**src/rtl/bmw_pkg.sv**
```systemverilog
`timescale 1ns/1ps
package bmw_pkg;
    localparam int unsigned REG_BITS  = 8;
    localparam int unsigned DATA_BITS = 32;
    localparam int unsigned GRP_BYTES = 8;

    typedef enum logic [1:0] {
        SZ_BYTE = 2'd0,
        SZ_HALF = 2'd1,
        SZ_WORD = 2'd2,
        SZ_RSVD = 2'd3
    } acc_size_e;

    typedef enum logic [1:0] {
        SEL_CMD  = 2'd0,
        SEL_MODE = 2'd1,
        SEL_STAT = 2'd2,
        SEL_TIM  = 2'd3
    } ctrl_sel_e;

    localparam int unsigned ST_ACTIVE = 0;
    localparam int unsigned ST_ERR    = 1;
    localparam int unsigned ST_IRQ    = 2;
    localparam logic [REG_BITS-1:0] ST_PLAIN_MASK = 8'h60;
    localparam logic [REG_BITS-1:0] MODE_WR_MASK  = 8'h30;

    typedef struct packed {
        logic [REG_BITS-1:0]  stat;
        logic [REG_BITS-1:0]  tim;
        logic [DATA_BITS-1:0] ptr;
        logic [REG_BITS-1:0]  cmd;
        logic                 cmd_stb;
    } chan_state_t;

    function automatic logic [DATA_BITS-1:0] size_ones(input logic [1:0] sz);
        case (sz)
            SZ_BYTE: size_ones = 32'h0000_00FF;
            SZ_HALF: size_ones = 32'h0000_FFFF;
            default: size_ones = 32'hFFFF_FFFF;
        endcase
    endfunction
endpackage

```
**src/rtl/bmw_decode.sv**
```systemverilog
`timescale 1ns/1ps
module bmw_decode
    import bmw_pkg::*;
#(
    parameter int unsigned NUM_CH = 2,
    parameter int unsigned ADDR_W = $clog2(NUM_CH * GRP_BYTES)
) (
    input  logic [ADDR_W-1:0]       io_addr,
    input  logic                    io_wr,
    input  logic [1:0]              io_size,
    output logic [ADDR_W-4:0]       grp,
    output logic [1:0]              sel,
    output logic                    ctrl_byte,
    output logic                    ptr_word,
    output logic                    wr_mode,
    output logic [NUM_CH-1:0]       wr_cmd,
    output logic [NUM_CH-1:0]       wr_stat,
    output logic [NUM_CH-1:0]       wr_tim,
    output logic [NUM_CH-1:0]       wr_ptr
);
    localparam int unsigned GRP_W = ADDR_W - 3;

    logic [2:0] off;

    always_comb begin
        grp       = io_addr[ADDR_W-1:3];
        off       = io_addr[2:0];
        sel       = off[1:0];
        ctrl_byte = !off[2] && (io_size == SZ_BYTE);
        ptr_word  = (off == 3'd4) && (io_size == SZ_WORD);
        wr_mode   = io_wr && ctrl_byte && (sel == SEL_MODE);
    end

    for (genvar c = 0; c < NUM_CH; c++) begin : g_hit
        logic hit;
        assign hit        = io_wr && (grp == GRP_W'(c));
        assign wr_cmd[c]  = hit && ctrl_byte && (sel == SEL_CMD);
        assign wr_stat[c] = hit && ctrl_byte && (sel == SEL_STAT);
        assign wr_tim[c]  = hit && ctrl_byte && (sel == SEL_TIM);
        assign wr_ptr[c]  = hit && ptr_word;
    end
endmodule

```
**src/rtl/bmw_chan.sv**
```systemverilog
`timescale 1ns/1ps
module bmw_chan
    import bmw_pkg::*;
#(
    parameter logic [REG_BITS-1:0] TIM_RST = '0
) (
    input  logic                 clk,
    input  logic                 rst_n,
    input  logic                 wr_cmd,
    input  logic                 wr_stat,
    input  logic                 wr_tim,
    input  logic                 wr_ptr,
    input  logic [DATA_BITS-1:0] wdata,
    input  logic                 eng_active,
    input  logic                 eng_err_set,
    input  logic                 eng_irq_set,
    output logic                 cmd_stb,
    output logic [REG_BITS-1:0]  cmd,
    output logic [REG_BITS-1:0]  stat,
    output logic [REG_BITS-1:0]  tim,
    output logic [DATA_BITS-1:0] ptr
);
    chan_state_t st_d, st_q;
    logic [REG_BITS-1:0] clr_d;

    always_comb begin
        st_d         = st_q;
        clr_d        = wr_stat ? wdata[REG_BITS-1:0] : '0;
        st_d.cmd_stb = wr_cmd;
        if (wr_cmd) begin
            st_d.cmd = wdata[REG_BITS-1:0];
        end
        st_d.stat            = '0;
        st_d.stat[ST_ACTIVE] = eng_active;
        st_d.stat[ST_ERR]    = eng_err_set || (st_q.stat[ST_ERR] && !clr_d[ST_ERR]);
        st_d.stat[ST_IRQ]    = eng_irq_set || (st_q.stat[ST_IRQ] && !clr_d[ST_IRQ]);
        st_d.stat            = st_d.stat | ((wr_stat ? wdata[REG_BITS-1:0] : st_q.stat)
                                            & ST_PLAIN_MASK);
        if (wr_tim) begin
            st_d.tim = wdata[REG_BITS-1:0];
        end
        if (wr_ptr) begin
            st_d.ptr = {wdata[DATA_BITS-1:2], 2'b00};
        end
    end

    always_ff @(posedge clk or negedge rst_n) begin
        if (!rst_n) begin
            st_q     <= '0;
            st_q.tim <= TIM_RST;
        end else begin
            st_q <= st_d;
        end
    end

    assign cmd_stb = st_q.cmd_stb;
    assign cmd     = st_q.cmd;
    assign stat    = st_q.stat;
    assign tim     = st_q.tim;
    assign ptr     = st_q.ptr;
endmodule

```
**src/rtl/bmw_rdmux.sv**
```systemverilog
`timescale 1ns/1ps
module bmw_rdmux
    import bmw_pkg::*;
#(
    parameter int unsigned NUM_CH = 2,
    parameter int unsigned GRP_W  = 1
) (
    input  logic                 io_rd,
    input  logic [1:0]           io_size,
    input  logic [GRP_W-1:0]     grp,
    input  logic [1:0]           sel,
    input  logic                 ctrl_byte,
    input  logic                 ptr_word,
    input  logic [REG_BITS-1:0]  mode_in,
    input  logic [REG_BITS-1:0]  cmd_arr  [NUM_CH],
    input  logic [REG_BITS-1:0]  stat_arr [NUM_CH],
    input  logic [REG_BITS-1:0]  tim_arr  [NUM_CH],
    input  logic [DATA_BITS-1:0] ptr_arr  [NUM_CH],
    output logic [DATA_BITS-1:0] io_rdata
);
    logic [REG_BITS-1:0] byte_val;

    always_comb begin
        case (sel)
            SEL_CMD:  byte_val = cmd_arr[grp];
            SEL_MODE: byte_val = mode_in;
            SEL_STAT: byte_val = stat_arr[grp];
            default:  byte_val = tim_arr[grp];
        endcase
        if (!io_rd) begin
            io_rdata = '0;
        end else if (ctrl_byte) begin
            io_rdata = {{(DATA_BITS-REG_BITS){1'b0}}, byte_val};
        end else if (ptr_word) begin
            io_rdata = ptr_arr[grp];
        end else begin
            io_rdata = size_ones(io_size);
        end
    end
endmodule

```
**src/rtl/bmw_window.sv**
```systemverilog
`timescale 1ns/1ps
module bmw_window
    import bmw_pkg::*;
#(
    parameter int unsigned NUM_CH = 2,
    parameter logic [NUM_CH*REG_BITS-1:0] TIM_RST = '0,
    localparam int unsigned ADDR_W = $clog2(NUM_CH * GRP_BYTES),
    localparam int unsigned GRP_W  = ADDR_W - 3
) (
    input  logic                       clk,
    input  logic                       rst_n,
    input  logic [ADDR_W-1:0]          io_addr,
    input  logic                       io_rd,
    input  logic                       io_wr,
    input  logic [1:0]                 io_size,
    input  logic [DATA_BITS-1:0]       io_wdata,
    output logic [DATA_BITS-1:0]       io_rdata,
    output logic [NUM_CH-1:0]          cmd_stb,
    output logic [NUM_CH*REG_BITS-1:0] cmd_byte,
    input  logic [REG_BITS-1:0]        mode_in,
    output logic                       mode_wr,
    output logic [REG_BITS-1:0]        mode_wdata,
    input  logic [NUM_CH-1:0]          eng_active,
    input  logic [NUM_CH-1:0]          eng_err_set,
    input  logic [NUM_CH-1:0]          eng_irq_set
);
    logic [GRP_W-1:0]     grp;
    logic [1:0]           sel;
    logic                 ctrl_byte, ptr_word;
    logic [NUM_CH-1:0]    wr_cmd, wr_stat, wr_tim, wr_ptr;
    logic [REG_BITS-1:0]  cmd_arr  [NUM_CH];
    logic [REG_BITS-1:0]  stat_arr [NUM_CH];
    logic [REG_BITS-1:0]  tim_arr  [NUM_CH];
    logic [DATA_BITS-1:0] ptr_arr  [NUM_CH];

    bmw_decode #(.NUM_CH(NUM_CH), .ADDR_W(ADDR_W)) i_decode (
        .io_addr   (io_addr),
        .io_wr     (io_wr),
        .io_size   (io_size),
        .grp       (grp),
        .sel       (sel),
        .ctrl_byte (ctrl_byte),
        .ptr_word  (ptr_word),
        .wr_mode   (mode_wr),
        .wr_cmd    (wr_cmd),
        .wr_stat   (wr_stat),
        .wr_tim    (wr_tim),
        .wr_ptr    (wr_ptr)
    );

    for (genvar c = 0; c < NUM_CH; c++) begin : g_ch
        bmw_chan #(.TIM_RST(TIM_RST[c*REG_BITS +: REG_BITS])) i_chan (
            .clk         (clk),
            .rst_n       (rst_n),
            .wr_cmd      (wr_cmd[c]),
            .wr_stat     (wr_stat[c]),
            .wr_tim      (wr_tim[c]),
            .wr_ptr      (wr_ptr[c]),
            .wdata       (io_wdata),
            .eng_active  (eng_active[c]),
            .eng_err_set (eng_err_set[c]),
            .eng_irq_set (eng_irq_set[c]),
            .cmd_stb     (cmd_stb[c]),
            .cmd         (cmd_arr[c]),
            .stat        (stat_arr[c]),
            .tim         (tim_arr[c]),
            .ptr         (ptr_arr[c])
        );
        assign cmd_byte[c*REG_BITS +: REG_BITS] = cmd_arr[c];
    end

    assign mode_wdata = (mode_in & ~MODE_WR_MASK) | (io_wdata[REG_BITS-1:0] & MODE_WR_MASK);

    bmw_rdmux #(.NUM_CH(NUM_CH), .GRP_W(GRP_W)) i_rdmux (
        .io_rd     (io_rd),
        .io_size   (io_size),
        .grp       (grp),
        .sel       (sel),
        .ctrl_byte (ctrl_byte),
        .ptr_word  (ptr_word),
        .mode_in   (mode_in),
        .cmd_arr   (cmd_arr),
        .stat_arr  (stat_arr),
        .tim_arr   (tim_arr),
        .ptr_arr   (ptr_arr),
        .io_rdata  (io_rdata)
    );
endmodule

```
**config.mk**
```make
export PLATFORM = sky130hd
export DESIGN_NAME = bmw_window
export DESIGN_NICKNAME = d
export VERILOG_FILES = /design/src/rtl/bmw_pkg.sv /design/src/rtl/bmw_decode.sv /design/src/rtl/bmw_chan.sv /design/src/rtl/bmw_rdmux.sv /design/src/rtl/bmw_window.sv
export SDC_FILE = /design/constraint.sdc
export NUM_CORES = 1
export LEC_CHECK = 0
export ABC_CLOCK_PERIOD_IN_PS = 2370
export CORE_UTILIZATION = 55
export CTS_BUF_LIST = sky130_fd_sc_hd__clkbuf_4 sky130_fd_sc_hd__clkbuf_8
export CTS_CLUSTER_DIAMETER = 100
export DETAILED_ROUTE_END_ITERATION = 8
export DONT_BUFFER_PORTS = 1
export GPL_TIMING_DRIVEN = 0
export PLACE_DENSITY = 0.7
export SYNTH_ARGS = -nofsm -noshare
export SYNTH_HDL_FRONTEND = slang
export SYNTH_SLANG_ARGS = --single-unit
```
**constraint.sdc**
```tcl
create_clock -name clk -period 2.37 [get_ports clk]
set_clock_uncertainty 0.15 [all_clocks]
set_input_delay 0.3555 -clock clk [delete_from_list [all_inputs] [get_ports clk]]
set_output_delay 0.3555 -clock clk [all_outputs]
set_load 0.02 [all_outputs]
```
==> flow_metrics.tcl <==
set metrics [dict create \
    flop_and_latch_count_out_of_synthesis 104 \
    routed_wl_um 11200 \
    combPwrFrac_pct 15.3 \
    setup.worst_path.end_class "output port" \
    fp.dieArea_mm2 0.00952 \
    status "finished, violations left" \
    final_nets 477 \
    drt_first_iter_violations 63 \
    synth_async_sr_flop_share_pct 100 \
    avgSynthCellArea_um2 13.5 \
    setup.worst_path.class "reg2out" \
    rsz_0062_raised_after_global_routing "yes" \
    rows 34 \
    hold_path.class "in2async" \
    place_worst_setup_slack_ns -0.647 \
    remaining_antenna_violation_count_after_routing 0 \
    globalRouteOverflowTotal 0 \
    grt_pass1_wl_um 18300 \
    internal-power_w 0.00294 \
    synth_warnings 0 \
    wl_per_cell_um 21.0 \
    primary_flip_flop_cell_chosen_by_synthesis_mapping "dfrtp_1" \
    critPathMaxFanout 2 \
    yosysTopAreaCellShare_pct 51.8 \
    min_period_over_period_pct 99.7 \
    boundaryPins 115 \
    h-tree-depth 3 \
    power_leakage_nw 2.72 \
    multi_input_area_mm2 0.00231 \
    ir_drop_uv 379 \
    worst_ep_required_time_ns 1.86 \
    final-setup-viol-count 0 \
    cp_top_family "multiplexers" \
    p_per_area_mw_per_mm2 676 \
    worstPathCellList "mux4_2 -> and2_0 -> o311a_1" \
    tritoncts "built" \
    worstMarginPinSlew_ns 0.939 \
    violations "hold timing" \
    cp-start-kind "flop" \
    critical-path-max-stage-delay_ns 0.46 \
    grt_resource_usage_total_pct 24.8 \
    number_of_global_route_vias_before_repair 3491 \
    post_drt_via_cell_ratio 5.94 \
    final_period_minus_worst_setup_slack_ns 2.36 \
    clk_transition_reported_paths_ns 0.10 \
    cp_data_arrival_time_ns 1.86 \
    post-synth-top-count-cell "dfrtp_1" \
    distinct_cell_type_count_after_synthesis 34 \
    seq_power_share_pct 54.2 \
    syn-instance-count 371 \
    finalHoldViolations 104 \
    seq_area_frac_synth_pct 51.8 \
    synth_enable_flop_cells 0 \
    die_y_um 97.5 \
    whs_ns -0.480 \
    slowest_stage "mux4_2" \
    core_area_mm2 0.00876 \
    max_cap_violations 0 \
    post_synth_most_frequent_cells "dfrtp_1 (104), mux2_2 (98), mux2i_1 (38)" \
    postLayoutSetupSlackWorst_ns 0.00759 \
    critical_path_buf_inv_count 0 \
    final.fill_count 654 \
    seqCellArea_mm2 0.00260 \
    fraction_of_power_consumed_by_the_clock_network_pct 30.5 \
    ys_top_cells_by_area "dfrtp_1 (52%), mux2_2 (22%), mux2i_1 (7.6%)" \
    drcViolationCount 0 \
    via_count 3172 \
    cts_root_buf "clkbuf_8" \
    antenna_found_initial 0 \
    maxSlewHeadroom_pct 37.0 \
    buffer_ports.inserted 0 \
    grt_start_max_net_pins 105 \
    clock_sink_count 104 \
    power_w 0.00398 \
    drive_above_1_share_pct 41.8 \
    area.growth.synth_to_final_pct 17.4 \
    cts.hold.buffers_added 38 \
    synth.net_count 427 \
    clock_latency_ns 0.36 \
    detail_route.first_pass.iterations 4 \
    power_switching_share_pct 26.2 \
    cts-buffers-inserted 9 \
    max_freq_ghz 0.423 \
    place_congestion 0.757 \
    post-dp-hpwl_um 7450 \
    synth_area_leader_cell "dfrtp_1" \
    slew_viol_final 0 \
    insertedDiodeCount 0 \
    clock_path_buffers 2 \
    synth_area_mm2 0.00502 \
    netSwitchingPower_w 0.00105 \
    floorplan.initialDensity_pct 57.3 \
    die_w_um 97.5 \
]
cell families (layout without fill, tap and decap cells):
| kind of cell | after synthesis | count (layout) | synth area share [%] |
|---|---|---|---|
| buffers and inverters | 40 | 95 | 4.29 |
| multiplexers | 142 | 142 | 32.0 |
| flip-flops | 104 | 104 | 51.8 |
| AO/OA/AOI/OAI | 48 | 48 | 6.25 |
| AND/OR/NAND/NOR | 37 | 37 | 5.61 |
placed cells by master, fill, tap and decap left out, types with 2 or more instances in the layout:
master,instances
o21ai_0,3
buf_6,2
nand3_1,3
nor2b_1,8
or4_1,2
buf_2,4
bufinv_16,2
dlygate4sd3_1,38
nand4_1,2
inv_1,5
clkinv_2,2
mux2i_1,38
a21oi_2,21
clkbuf_1,9
mux2_2,98
o311a_1,5
and2_1,3
buf_4,16
a31oi_1,2
nand2_1,2
clkbuf_4,2
mux4_2,5
clkbuf_2,3
a21oi_1,3
dfrtp_1,104
o22a_1,2
nor2_1,2
and2_0,3
clkbuf_8,9
nand2b_1,3
nor4_4,4
o221a_2,3
a211oi_1,8
what timing repair did:
action | 4_1_cts | 5_1_grt
buffers inserted | 0 | 1
pin swaps | 0 | 1
setup endpoints to repair | 29 | 23
gates resized for setup | 34 | 2
endpoints found under the hold margin | 205 | 104
metrics by stage:
stage / utilization [%] / instance area, um^2 / cells / setup TNS, ns
after detailed placement: 58.9 / 5160 / 479 / -9.66
after global routing: 67.3 / 5900 / 534 / -0.118
final: 67.3 / 5900 / 534 / 0
after floorplan: - / 5020 / 371 / 0
after global placement: 58.9 / 5160 / 479 / -8.41
after CTS: 67.1 / 5880 / 533 / -0.00741
flip-flops by register name (all words and copies together) (netlist names):
signal               count
g_ch.i_chan.ptr         60
g_ch.i_chan.cmd         16
g_ch.i_chan.tim         16
g_ch.i_chan.stat        10
g_ch.i_chan.cmd_stb      2
area by class of cell:
cell class	count	area share, %
tap	108	2.29
multi-input combinational	227	39.1
inverter	6	0.403
timing repair buffer	39	6.58
sequential	104	44.1
buffer	34	3.71
clock buffer	11	2.36
clock inverter	5	1.38
power by group through the flow:
| stage | combinational (W) | sequential, W | clock, W |
|---|---|---|---|
| after global placement | 0.000503 | 0.00218 | 0 |
| after floorplan | 0.000450 | 0.00215 | 0 |
| final | 0.000611 | 0.00216 | 0.00122 |
| after detailed placement | 0.000521 | 0.00219 | 0 |
| after global routing | 0.000660 | 0.00219 | 0.00131 |
| after CTS | 0.000613 | 0.00216 | 0.00124 |
final timing paths:
check                                  startpoint                endpoint  slack [ns]  cells past startpoint
max                        g_ch[0].i_chan.stat[5]             io_rdata[5]       0.008                      3
min                                         rst_n  g_ch[1].i_chan.ptr[25]       -0.48                      0
max reg2reg                g_ch[0].i_chan.stat[1]  g_ch[0].i_chan.stat[1]        1.00                      3
min reg2reg                g_ch[1].i_chan.stat[5]  g_ch[1].i_chan.stat[5]        0.35                      1
max in group asynchronous                   rst_n   g_ch[0].i_chan.tim[6]        2.38                      0
min in group clk                      io_wdata[7]   g_ch[1].i_chan.cmd[7]        0.01                      1
per-layer routing:
layer,global-route usage [%],up-vias,share of wire [%]
met2,40.9,96,49
li1,-,1447,-
met1,32.1,1610,43
met5,0,-,0
met4,8.94,0,2.0
met3,5.54,19,6.2
Power figures use the tool's default switching activity.
